File: src/rtl/dcn_pkg.sv
`timescale 1ns/1ps
// Package: shared helpers for the subframe Doppler notch.
// Assumes positions and widths fit comfortably in a 32-bit int.
package dcn_pkg;

    // Number of data lanes carried per sample (I and Q).
    localparam int LANES = 2;

    // Edge rule: low edge below width, high edge above span minus width.
    function automatic logic edge_hit(input int pos, input int width, input int span);
        return (pos < width) || (pos > (span - width));
    endfunction

endpackage

File: src/rtl/dcn_bin_rule.sv
`timescale 1ns/1ps
// Module: dcn_bin_rule
// Decides, combinationally, whether a Doppler bin falls inside the notch.
// It assumes the subframe length is a power of two. The in-subframe
// position is therefore the low SUB_W bits of the bin index.
module dcn_bin_rule #(
    parameter int BIN_W = 5,
    parameter int SUB_W = 4,
    parameter int WID_W = 4
) (
    input  logic [BIN_W-1:0] bin,
    input  logic [WID_W-1:0] width,
    output logic             hit
);
    import dcn_pkg::*;

    localparam int SPAN = 1 << SUB_W;

    logic [SUB_W-1:0] pos;

    // Extract position inside the subframe and apply the edge rule.
    always_comb begin
        pos = bin[SUB_W-1:0];
        hit = edge_hit(int'(pos), int'(width), SPAN);
    end
endmodule

File: src/rtl/dcn_lane_gate.sv
`timescale 1ns/1ps
// Module: dcn_lane_gate
// Forces one data lane to zero when the kill flag is set. Otherwise it
// passes the lane through unchanged. It is purely combinational.
module dcn_lane_gate #(
    parameter int DATA_W = 16
) (
    input  logic [DATA_W-1:0] din,
    input  logic              kill,
    output logic [DATA_W-1:0] dout
);
    // Select zero or the untouched input.
    always_comb begin
        dout = kill ? '0 : din;
    end
endmodule

File: src/rtl/dcn_out_reg.sv
`timescale 1ns/1ps
// Module: dcn_out_reg
// Output register stage. The valid flag follows every cycle. The bin and
// lane data load only on valid beats and hold otherwise. Reset is
// synchronous and active low, and clears everything.
module dcn_out_reg #(
    parameter int BIN_W  = 5,
    parameter int DATA_W = 16,
    parameter int LANES  = 2
) (
    input  logic              clk,
    input  logic              rst_n,
    input  logic              d_valid,
    input  logic [BIN_W-1:0]  d_bin,
    input  logic [DATA_W-1:0] d_lane [LANES],
    output logic              q_valid,
    output logic [BIN_W-1:0]  q_bin,
    output logic [DATA_W-1:0] q_lane [LANES]
);
    // Track the valid flag with one cycle of delay.
    always_ff @(posedge clk) begin
        if (!rst_n) q_valid <= 1'b0;
        else        q_valid <= d_valid;
    end

    // Capture the bin index on valid beats.
    always_ff @(posedge clk) begin
        if (!rst_n)       q_bin <= '0;
        else if (d_valid) q_bin <= d_bin;
    end

    genvar g;
    generate
        for (g = 0; g < LANES; g++) begin : g_lane
            // Capture one data lane on valid beats.
            always_ff @(posedge clk) begin
                if (!rst_n)       q_lane[g] <= '0;
                else if (d_valid) q_lane[g] <= d_lane[g];
            end
        end
    endgenerate
endmodule

File: src/rtl/dc_subframe_notch.sv
`timescale 1ns/1ps
// Module: dc_subframe_notch
// Zeroes the I/Q samples whose Doppler bin lies near either edge of its
// subframe, and passes all other bins bit-exact. Latency is one cycle.
// It assumes NUM_BINS is a multiple of the subframe length, and that the
// width is sampled together with each beat.
module dc_subframe_notch #(
    parameter int NUM_BINS = 32,
    parameter int SUB_BINS = 16,
    parameter int DATA_W   = 16,
    parameter int WID_W    = 4
) (
    input  logic                     clk,
    input  logic                     rst_n,
    input  logic [WID_W-1:0]         notch_width,
    input  logic                     in_valid,
    input  logic [$clog2(NUM_BINS)-1:0] in_bin,
    input  logic signed [DATA_W-1:0] in_i,
    input  logic signed [DATA_W-1:0] in_q,
    output logic                     out_valid,
    output logic [$clog2(NUM_BINS)-1:0] out_bin,
    output logic signed [DATA_W-1:0] out_i,
    output logic signed [DATA_W-1:0] out_q
);
    import dcn_pkg::*;

    localparam int BIN_W = $clog2(NUM_BINS);
    localparam int SUB_W = $clog2(SUB_BINS);

    logic              notch_hit;
    logic [DATA_W-1:0] lane_in  [LANES];
    logic [DATA_W-1:0] lane_gated [LANES];
    logic [DATA_W-1:0] lane_out [LANES];

    // Pack the incoming I and Q into lanes.
    always_comb begin
        lane_in[0] = in_i;
        lane_in[1] = in_q;
    end

    dcn_bin_rule #(
        .BIN_W (BIN_W),
        .SUB_W (SUB_W),
        .WID_W (WID_W)
    ) u_rule (
        .bin   (in_bin),
        .width (notch_width),
        .hit   (notch_hit)
    );

    genvar g;
    generate
        for (g = 0; g < LANES; g++) begin : g_gate
            dcn_lane_gate #(.DATA_W(DATA_W)) u_gate (
                .din  (lane_in[g]),
                .kill (notch_hit),
                .dout (lane_gated[g])
            );
        end
    endgenerate

    dcn_out_reg #(
        .BIN_W  (BIN_W),
        .DATA_W (DATA_W),
        .LANES  (LANES)
    ) u_oreg (
        .clk     (clk),
        .rst_n   (rst_n),
        .d_valid (in_valid),
        .d_bin   (in_bin),
        .d_lane  (lane_gated),
        .q_valid (out_valid),
        .q_bin   (out_bin),
        .q_lane  (lane_out)
    );

    // Unpack the registered lanes onto the output ports.
    always_comb begin
        out_i = lane_out[0];
        out_q = lane_out[1];
    end


    valid_follow_chk: assert property (@(posedge clk) disable iff (!rst_n)
        in_valid |=> out_valid);

    idle_follow_chk: assert property (@(posedge clk) disable iff (!rst_n)
        !in_valid |=> !out_valid);

    bin_carry_chk: assert property (@(posedge clk) disable iff (!rst_n)
        in_valid |=> out_bin == $past(in_bin));

    low_edge_zero_chk: assert property (@(posedge clk) disable iff (!rst_n)
        (in_valid && (in_bin[SUB_W-1:0] < notch_width)) |=> (out_i == '0 && out_q == '0));

    off_pass_chk: assert property (@(posedge clk) disable iff (!rst_n)
        (in_valid && notch_width == '0) |=> (out_i == $past(in_i) && out_q == $past(in_q)));

    idle_hold_chk: assert property (@(posedge clk) disable iff (!rst_n)
        !in_valid |=> ($stable(out_i) && $stable(out_q) && $stable(out_bin)));
endmodule

File: config.mk
export PLATFORM = sky130hd
export DESIGN_NAME = dc_subframe_notch
export DESIGN_NICKNAME = d
export VERILOG_FILES = /design/src/rtl/dcn_pkg.sv /design/src/rtl/dcn_bin_rule.sv /design/src/rtl/dcn_lane_gate.sv /design/src/rtl/dcn_out_reg.sv /design/src/rtl/dc_subframe_notch.sv
export SDC_FILE = /design/constraint.sdc
export NUM_CORES = 1
export LEC_CHECK = 0
export ABC_AREA = 1
export ABC_CLOCK_PERIOD_IN_PS = 2520
export BUFFER_PORTS_ARGS = -buffer_cell sky130_fd_sc_hd__buf_4
export CORE_AREA = 2 2 74 76
export CTS_CLUSTER_DIAMETER = 50
export DETAILED_ROUTE_END_ITERATION = 16
export DIE_AREA = 0 0 76 78
export GPL_TIMING_DRIVEN = 0
export PLACE_DENSITY = 0.73
export SLEW_MARGIN = 10
export SYNTH_ARGS = -nofsm -noshare
export SYNTH_HDL_FRONTEND = slang
export SYNTH_SLANG_ARGS = --single-unit
File: constraint.sdc
create_clock -name clk -period 2.52 [get_ports clk]
set_input_delay 0.504 -clock clk [delete_from_list [all_inputs] [get_ports clk]]
set_output_delay 0.504 -clock clk [all_outputs]
set_load 0.01 [all_outputs]
==> reports/metrics.yaml <==
status: "finished clean"
drive_gt1_share_pct: 56.8
final_common_cell: "buf_4"
drt.antenna.violating_nets: 0
r2r_cells: 2
die_x_um: 76
place_hpwl_um: 3490
min_period_ps: 1850
drc_errors: 0
topRoutingLayerUsed: "met4"
endpoint_kind: "flip-flop"
nets: 345
drtPass1Iterations: 2
area_delta_synth_final_pct: 38.5
hold_viol: 0
fmax_mhz: 539
min_path_type: "primary input to flip-flop"
die_h_um: 78
worstPathArrival_ps: 2070
finalWirelength_um: 4720
worst_pin_slew_ps: 386
vdd_drop_max_uv: 346
worst_r2r_endpoint: "u_oreg.q_lane[16]"
synthesis.nets: 259
ys_ff_latch: 38
crit_fanout: 10
cts_buffers: 5
wl_met3_um: 276
dieArea_sq_mm: 0.00593
cts-root-buf: "clkbuf_8"
most-common-layout-cells: "buf_4 (79), dfxtp_1 (38), o21ai_0 (34)"
period_share_pct: 73.6
ys_seq_area_share_pct: 38.3
grt_pass1_wl_um: 7890
io_buffers: 79
clockBufferDepth: 2
rrSetupSlack_ps: 1830
ys_types: 23
post_cts_buffers: 0
skew_ps: 0
critPathSlowestCell: "ha_1"
grt_pass1_vias: 1676
boundaryPins: 82
place_congestion: 0.757
power_w: 0.00152
initial_core_util_pct: 39.4
cts_hold_buf: 0
clkSinkCount: 38
leakagePower_nw: 1.19
antenna_found_initial: 0
antenna_cells: 0
min_from: "in_bin[4]"
wl_per_cell_um: 13.0
rsz0062_at_grt: "no"
hold_end: "u_oreg.q_bin[4]"
max_stage_delay_ps: 250
start_kind: "primary input"
insertion_delay_ps: 280
grt_overflow: 0
syn_area_sq_mm: 0.00198
synth.avg_cell_area_sq_um: 9.59
max_slew_margin_pct: 74.3
vias_per_cell: 4.71
via_count: 1704
drtIter0Drc: 48
dr_wl_met2_um: 2280
tns_ps: 0
r2r-start: "u_oreg.q_lane[16]"
m1WireLength_um: 2130
num_rows: 26
post_cts_resized: 0
syn_inst: 207
maxCapViolations: 0
htreeDepth: 2
clkTransAtPathRegs_ps: 70
path_cells: "buf_4 -> inv_1 -> ha_1 -> xor2_1 -> ha_1 -> nand2_2 -> inv_1 -> nand2_1 -> nand2_1 -> nand2_4 -> buf_12 -> nand3_2 -> a21oi_2"
power_per_cell_area_mw_per_mm2: 554
grt_max_degree: 11
grt_usage_pct: 16.5
critPathKind: "primary input to flip-flop"
worstPathRequired_ps: 2730
setup_viol: 0
min_delay_path_depth: 3
ys_warn_count: 0
cts_tree: "yes"
finalMaxSlewViolations: 0
core_area_sq_mm: 0.00504
## worst max-delay path, delay by kind of cell
kind,cells,cell delay [ps]
buffers and inverters,4,370
and+or+nand+nor,5,450
xor gates and xnor gates,1,160
adders and majority gates,2,450
AOI/OAI and AO/OA,1,120
## kinds of logic after synthesis
kind of cell,share of synthesized area [%]
AND/OR/NAND/NOR,21.9
buffers and inverters,10.0
flip-flops,38.3
XOR/XNOR,0.883
adder cells (fa/ha/maj),5.04
AO/OA/AOI/OAI,23.8
## flip-flops by register name (all words and copies together) (netlist names)
signal / count
u_oreg.q_lane: 32
u_oreg.q_bin: 5
u_oreg.q_valid: 1
## final cells by class
type	instances	area (sq um)
Timing Repair Buffer	79	593
Tap cell	70	87.6
Buffer	18	154
Multi-Input combinational cell	139	1020
Clock buffer	6	82.6
Fill cell	492	2290
Sequential cell	38	761
Inverter	12	45.0
## stage by stage
stage / std cells / area, sq um / hold WS, ps / worst slack [ps] / util, %
after floorplan: 207 / 1980 / 533 / 609 / -
after global placement: 356 / 2670 / 485 / 389 / 52.9
after detailed placement: 356 / 2670 / 489 / 359 / 52.9
after CTS: 362 / 2750 / 438 / 645 / 54.5
after global routing: 362 / 2750 / 461 / 522 / 54.5
final: 362 / 2750 / 446 / 665 / 54.5
## worst max-delay path by stage
| stage | startpoint | endpoint | slack (ps) |
|---|---|---|---|
| after floorplan | notch_width[0] | u_oreg.q_lane[0] | 610 |
| after global placement | notch_width[1] | u_oreg.q_lane[18] | 390 |
| after detailed placement | notch_width[1] | u_oreg.q_lane[2] | 360 |
| after CTS | notch_width[1] | u_oreg.q_lane[2] | 640 |
| after global routing | notch_width[1] | u_oreg.q_lane[2] | 520 |
| final | notch_width[1] | u_oreg.q_lane[2] | 670 |
## Yosys cell counts
| master | number | area, sq um |
|---|---|---|
| inv_2 | 2 | 7.51 |
| o21ai_1 | 3 | 15.0 |
| buf_1 | 1 | 3.75 |
| nand3_2 | 30 | 300 |
| inv_1 | 10 | 37.5 |
| buf_2 | 5 | 25.0 |
| a21oi_1 | 5 | 25.0 |
| a21oi_2 | 30 | 263 |
| nand2_1 | 8 | 30.0 |
| clkbuf_2 | 1 | 5.00 |
| nand2_2 | 3 | 18.8 |
| nor2_1 | 8 | 30.0 |
| buf_12 | 3 | 60.1 |
| nand3_1 | 4 | 20.0 |
| nor2_2 | 2 | 12.5 |
| nand2_4 | 1 | 11.3 |
| clkbuf_1 | 5 | 18.8 |
| ha_1 | 8 | 100 |
| clkbuf_8 | 3 | 41.3 |
| dfxtp_1 | 38 | 761 |
| nor2_4 | 1 | 11.3 |
| xor2_1 | 2 | 17.5 |
| o21ai_0 | 34 | 170 |
## power breakdown
group          leakage, nW  switching [W]  internal (W)  total, W
registers            0.314      0.0000204      0.000642  0.000662
logic                0.830       0.000238      0.000218  0.000456
clock network       0.0431       0.000193      0.000211  0.000404
total                 1.19       0.000452       0.00107   0.00152
## routing by layer
layer,vias up,GRT usage (%)
met5,-,0
met4,0,4.36
li1,879,-
met1,768,20.2
met2,52,28.7
met3,5,4.65
Note: power is estimated with default switching activity, not from simulation.
